[config.mk]
export PLATFORM = sky130hd
export DESIGN_NAME = mdm_stat_reg
export DESIGN_NICKNAME = d
export VERILOG_FILES = /design/src/rtl/mdm_stat_pkg.sv /design/src/rtl/mdm_stat_sticky.sv /design/src/rtl/mdm_stat_live.sv /design/src/rtl/mdm_stat_cts.sv /design/src/rtl/mdm_stat_reg.sv
export SDC_FILE = /design/constraint.sdc
export NUM_CORES = 1
export LEC_CHECK = 0
export BUFFER_PORTS_ARGS = -buffer_cell sky130_fd_sc_hd__clkbuf_2
export CAP_MARGIN = 30
export CORE_ASPECT_RATIO = 1.5
export CORE_MARGIN = 2
export CORE_UTILIZATION = 44
export DETAILED_ROUTE_END_ITERATION = 10
export PLACE_DENSITY_LB_ADDON = 0.05
export SYNTH_ARGS = -nofsm -noshare
export SYNTH_HDL_FRONTEND = slang
export SYNTH_SLANG_ARGS = --single-unit
[constraint.sdc]
create_clock -name clk -period 1.1 [get_ports clk]
set_clock_uncertainty 0.05 [all_clocks]
set_input_delay 0.22 -clock clk [delete_from_list [all_inputs] [get_ports clk]]
set_output_delay 0.22 -clock clk [all_outputs]
set_load 0.02 [all_outputs]
[src/rtl/mdm_stat_pkg.sv]
package mdm_stat_pkg;
  localparam int STAT_W = 16;
  // bit positions: software decodes these
  localparam int B_RST    = 15;
  localparam int B_JOFF   = 14;
  localparam int B_JON    = 13;
  localparam int B_GAP    = 12;
  localparam int B_FRAME  = 11;
  localparam int B_PAR    = 10;
  localparam int B_WDT    = 9;
  localparam int B_CRC    = 8;
  localparam int B_RXLVL  = 7;
  localparam int B_RXFULL = 6;
  localparam int B_RXEMP  = 5;
  localparam int B_TXLVL  = 4;
  localparam int B_TXFULL = 3;
  localparam int B_TXEMP  = 2;
  localparam int B_CD     = 1;
  localparam int B_CTS    = 0;
  localparam logic [STAT_W-1:0] STICKY_MASK = 16'h9F00;
  localparam logic [STAT_W-1:0] LIVE_MASK   = 16'h60FE;
endpackage

[src/rtl/mdm_stat_sticky.sv]
module mdm_stat_sticky #(
  parameter int W = 16,
  parameter logic [W-1:0] MASK = '1
) (
  input  logic         clk,
  input  logic         rst,
  input  logic [W-1:0] set_i,
  input  logic [W-1:0] clr_i,
  output logic [W-1:0] q_o
);
  logic unused_in;
  assign unused_in = ^((set_i | clr_i) & ~MASK);

  for (genvar i = 0; i < W; i++) begin : g_bit
    if (MASK[i]) begin : g_flop
      logic b_q;
      always_ff @(posedge clk) begin
        if (rst)            b_q <= 1'b0;
        else if (set_i[i])  b_q <= 1'b1;   // set wins over clear
        else if (clr_i[i])  b_q <= 1'b0;
      end
      assign q_o[i] = b_q;
    end else begin : g_tie
      assign q_o[i] = 1'b0;
    end
  end
endmodule

[src/rtl/mdm_stat_live.sv]
module mdm_stat_live #(
  parameter int W = 16,
  parameter logic [W-1:0] MASK = '1
) (
  input  logic         clk,
  input  logic         rst,
  input  logic [W-1:0] cond_i,
  output logic [W-1:0] q_o
);
  logic unused_in;
  assign unused_in = ^(cond_i & ~MASK);

  for (genvar i = 0; i < W; i++) begin : g_bit
    if (MASK[i]) begin : g_flop
      logic b_q;
      always_ff @(posedge clk) begin
        if (rst) b_q <= 1'b0;
        else     b_q <= cond_i[i];
      end
      assign q_o[i] = b_q;
    end else begin : g_tie
      assign q_o[i] = 1'b0;
    end
  end
endmodule

[src/rtl/mdm_stat_cts.sv]
module mdm_stat_cts (
  input  logic clk,
  input  logic rst,
  input  logic rts_i,
  input  logic carrier_i,
  input  logic full_dup_i,
  output logic cts_o
);
  logic grant;
  always_comb begin
    if (full_dup_i) grant = rts_i;
    else            grant = rts_i & ~carrier_i;
  end

  always_ff @(posedge clk) begin
    if (rst) cts_o <= 1'b0;
    else     cts_o <= grant;
  end
endmodule

[src/rtl/mdm_stat_reg.sv]
module mdm_stat_reg
  import mdm_stat_pkg::*;
(
  input  logic              clk,
  input  logic              rst,
  input  logic              wr_en,
  input  logic [STAT_W-1:0] wr_data,
  input  logic              rd_en,
  output logic [STAT_W-1:0] rd_data,
  input  logic              ev_gap_i,
  input  logic              ev_frame_i,
  input  logic              ev_slip_i,
  input  logic              ev_parity_i,
  input  logic              ev_wdt_i,
  input  logic              ev_crc_i,
  input  logic              jab_on_i,
  input  logic              jab_off_i,
  input  logic              carrier_i,
  input  logic              rx_lvl_i,
  input  logic              rx_full_i,
  input  logic              rx_empty_i,
  input  logic              tx_lvl_i,
  input  logic              tx_full_i,
  input  logic              tx_empty_i,
  input  logic              rts_i,
  input  logic              full_dup_i,
  output logic              cts_o
);
  // reset-seen pulse: high on the first cycle after reset falls
  logic rst_d;
  logic rst_evt;
  always_ff @(posedge clk) begin
    if (rst) rst_d <= 1'b1;
    else     rst_d <= 1'b0;
  end
  assign rst_evt = rst_d & ~rst;

  logic [STAT_W-1:0] set_vec, clr_vec, live_vec;
  always_comb begin
    set_vec          = '0;
    set_vec[B_RST]   = rst_evt;
    set_vec[B_GAP]   = ev_gap_i;
    set_vec[B_FRAME] = ev_frame_i | ev_slip_i;
    set_vec[B_PAR]   = ev_parity_i;
    set_vec[B_WDT]   = ev_wdt_i;
    set_vec[B_CRC]   = ev_crc_i;
  end
  assign clr_vec = wr_en ? wr_data : '0;

  always_comb begin
    live_vec           = '0;
    live_vec[B_JOFF]   = jab_off_i;
    live_vec[B_JON]    = jab_on_i;
    live_vec[B_RXLVL]  = rx_lvl_i;
    live_vec[B_RXFULL] = rx_full_i;
    live_vec[B_RXEMP]  = rx_empty_i;
    live_vec[B_TXLVL]  = tx_lvl_i;
    live_vec[B_TXFULL] = tx_full_i;
    live_vec[B_TXEMP]  = tx_empty_i;
    live_vec[B_CD]     = carrier_i;
  end

  logic [STAT_W-1:0] sticky_q, live_q, status_q;
  logic              cts_q;

  mdm_stat_sticky #(.W(STAT_W), .MASK(STICKY_MASK)) u_sticky (
    .clk(clk), .rst(rst), .set_i(set_vec), .clr_i(clr_vec), .q_o(sticky_q)
  );

  mdm_stat_live #(.W(STAT_W), .MASK(LIVE_MASK)) u_live (
    .clk(clk), .rst(rst), .cond_i(live_vec), .q_o(live_q)
  );

  mdm_stat_cts u_cts (
    .clk(clk), .rst(rst), .rts_i(rts_i), .carrier_i(carrier_i),
    .full_dup_i(full_dup_i), .cts_o(cts_q)
  );

  always_comb begin
    status_q        = sticky_q | live_q;
    status_q[B_CTS] = cts_q;
  end
  assign cts_o = cts_q;

  always_ff @(posedge clk) begin
    if (rst)        rd_data <= '0;
    else if (rd_en) rd_data <= status_q;
  end
endmodule

==> impl_metrics.json <==
{
  "syn-cell-area_um2": 1100,
  "grt_pass1_vias": 772,
  "diodes": 0,
  "dieArea_um2": 2910,
  "whs_path_depth": 2,
  "synth_top_family_by_area": "multiplexers",
  "firstDrtPassIters": 3,
  "dpl_worst_slack_ns": 0.172,
  "finalSetupViolations": 0,
  "post_drt_wl_per_cell_um": 11.2,
  "drt_iter0_drc": 9,
  "synthAdderAreaFrac_pct": 0,
  "cts_tree": "built",
  "post-route-util_pct": 66.1,
  "power_density_nw_per_um2": 1400,
  "yosysWarnings": 0,
  "port_buffers": 43,
  "r2r-end": "u_sticky.g_bit[11].g_flop.b_q",
  "clkTransAtPathRegs_ns": 0.09,
  "tns_ns": 0,
  "worstPathRequired_ns": 0.83,
  "die_y_um": 65.1,
  "final_common_cell": "clkbuf_2",
  "grt_first_pass_wirelength_um": 3220,
  "met3_length_um": 150,
  "cp-end-kind": "output port",
  "cpPeakStageDelay_ns": 0.36,
  "ir_drop_mv": 1.25,
  "vias": 823,
  "r2r_slack_ns": 0.31,
  "cts_inserted_buffers": 5,
  "yosys_register_bits": 33,
  "worstHoldEndpoint": "u_sticky.g_bit[10].g_flop.b_q",
  "status": "completed",
  "io_pins": 54,
  "core-area_um2": 2390,
  "final_area_um2": 1580,
  "min_period_ns": 1.06,
  "grt_overflow": 0,
  "h-tree-depth": 2,
  "final.setup.worst_slack_ns": 0.0432,
  "synthMuxAreaShare_pct": 14.6,
  "power.leakage_nw": 0.755,
  "synth-simple-area-share_pct": 13.9,
  "drv_slew": 0,
  "fp-row-count": 22,
  "cts_root_buf": "clkbuf_4",
  "grt_max_degree": 24,
  "cts_hold_buf": 0,
  "grt_antenna_before_repair": 0,
  "clock_path_buffers": 2,
  "netlist_instances": 99,
  "period_share_pct": 96.1,
  "layout.cells.non_filler": 172,
  "holdWs_ns": 0.0391,
  "worstHoldStart": "wr_data[10]",
  "top_layer_used": "met4",
  "dp_hpwl_um": 1330,
  "drive_above_1_share_pct": 46.6,
  "syn2layout_area_growth_pct": 44.5,
  "r2r_cells": 2,
  "gp_congestion": 0.612,
  "die_w_um": 44.8,
  "fin_total_pwr_mw": 2.21,
  "placed_area_um2": 1340,
  "ys_types": 14,
  "critical_path.slowest_cell": "dfxtp_2",
  "routed_wl_um": 1920,
  "crit_path_cell_trace": "buf_8",
  "insertion_delay_ns": 0.32,
  "crit_type": "flip-flop to output port",
  "layout_common_cells": "clkbuf_2, nor2_1, buf_8, dfxtp_2",
  "timing.fmax_mhz": 946,
  "cpLargestDelayFamily": "flip-flops",
  "start_util_pct": 45.8,
  "max_slew.worst_pin.slew_ns": 0.201,
  "vias_per_cell": 4.78,
  "hold_path_class": "input port to flip-flop",
  "rr_startpoint": "u_sticky.g_bit[11].g_flop.b_q",
  "placedCellCount": 164,
  "ant_nets": 0,
  "syn-num-nets": 136,
  "worst-path-buf-inv": 1,
  "grt_usage_pct": 15.7,
  "seq_area_frac_synth_pct": 60.3,
  "timing_hold_violations_final": 0,
  "max_slew_margin_pct": 86.5,
  "final_nets": 184,
  "synth-xor-area-share_pct": 0,
  "start_kind": "flip-flop",
  "wl_met1_um": 776,
  "cap_violations": 0,
  "cp_max_fo": 2,
  "drc": 0,
  "rsz0062_at_grt": "yes",
  "dr_wl_met2_um": 950,
  "cts.sinks": 33,
  "synth_compound_area_share_pct": 5.37,
  "worstPathArrival_ns": 0.79,
  "syn_area_per_cell_um2": 11.1
}
==> sequential cells by signal, indices dropped and copies added, names as in the netlist <==
signal                     count
rd_data                       16
rst_d                          1
u_cts.cts_o                    1
u_live.g_bit.g_flop.b_q        9
u_sticky.g_bit.g_flop.b_q      6
==> cells by family after synthesis <==
group	after synthesis
multiplexers	16
flip-flops	33
AO/OA/AOI/OAI	7
buffers and inverters	10
AND/OR/NAND/NOR	33
==> report_power, final <==
| group | internal, mW | switching, mW | leakage (nW) |
|---|---|---|---|
| logic | 0.171 | 0.124 | 0.449 |
| registers | 1.26 | 0.0359 | 0.280 |
| clock network | 0.255 | 0.364 | 0.0265 |
| total | 1.69 | 0.523 | 0.755 |
==> how the worst max path moves through the flow <==
stage | to | cells past startpoint | startpoint
finish | rd_data[12] | 1 | rd_data[12]
floorplan | rd_data[0] | 4 | rd_en
global route | rd_data[12] | 1 | rd_data[12]
CTS | rd_data[12] | 1 | rd_data[12]
detailed placement | rd_data[6] | 4 | rd_en
global placement | rd_data[9] | 4 | rd_en
==> cell type report <==
cell class | count | area, µm²
fill | 206 | 811
sequential | 33 | 682
timing repair buffer | 46 | 433
multi-input combinational | 56 | 372
clock buffer | 8 | 48.8
tap | 24 | 30.0
inverter | 5 | 18.8
==> routing by layer <==
| metal | up-vias | GRT usage, % |
|---|---|---|
| met5 | - | 0 |
| met4 | 0 | 9.09 |
| met3 | 5 | 7.97 |
| met2 | 29 | 24.3 |
| met1 | 370 | 16.7 |
| li1 | 419 | - |
==> what timing repair did <==
item,in CTS,in global routing
gates resized for setup,51,17
cloned,0,0
buffers inserted,0,0
endpoints found under the setup margin,17,17
==> cell usage after synthesis <==
| library cell | n | area [µm²] |
|---|---|---|
| nor3b_1 | 1 | 7.51 |
| mux2i_1 | 16 | 160 |
| a21oi_1 | 1 | 5.00 |
| buf_2 | 1 | 5.00 |
| buf_12 | 1 | 20.0 |
| a311oi_1 | 5 | 43.8 |
| clkbuf_1 | 1 | 3.75 |
| a21bo_2 | 1 | 10.0 |
| clkbuf_2 | 1 | 5.00 |
| nor2_1 | 22 | 82.6 |
| nor2b_1 | 10 | 62.6 |
| buf_6 | 1 | 11.3 |
| inv_1 | 5 | 18.8 |
| dfxtp_1 | 33 | 661 |
(Power assumes the default switching activity.)
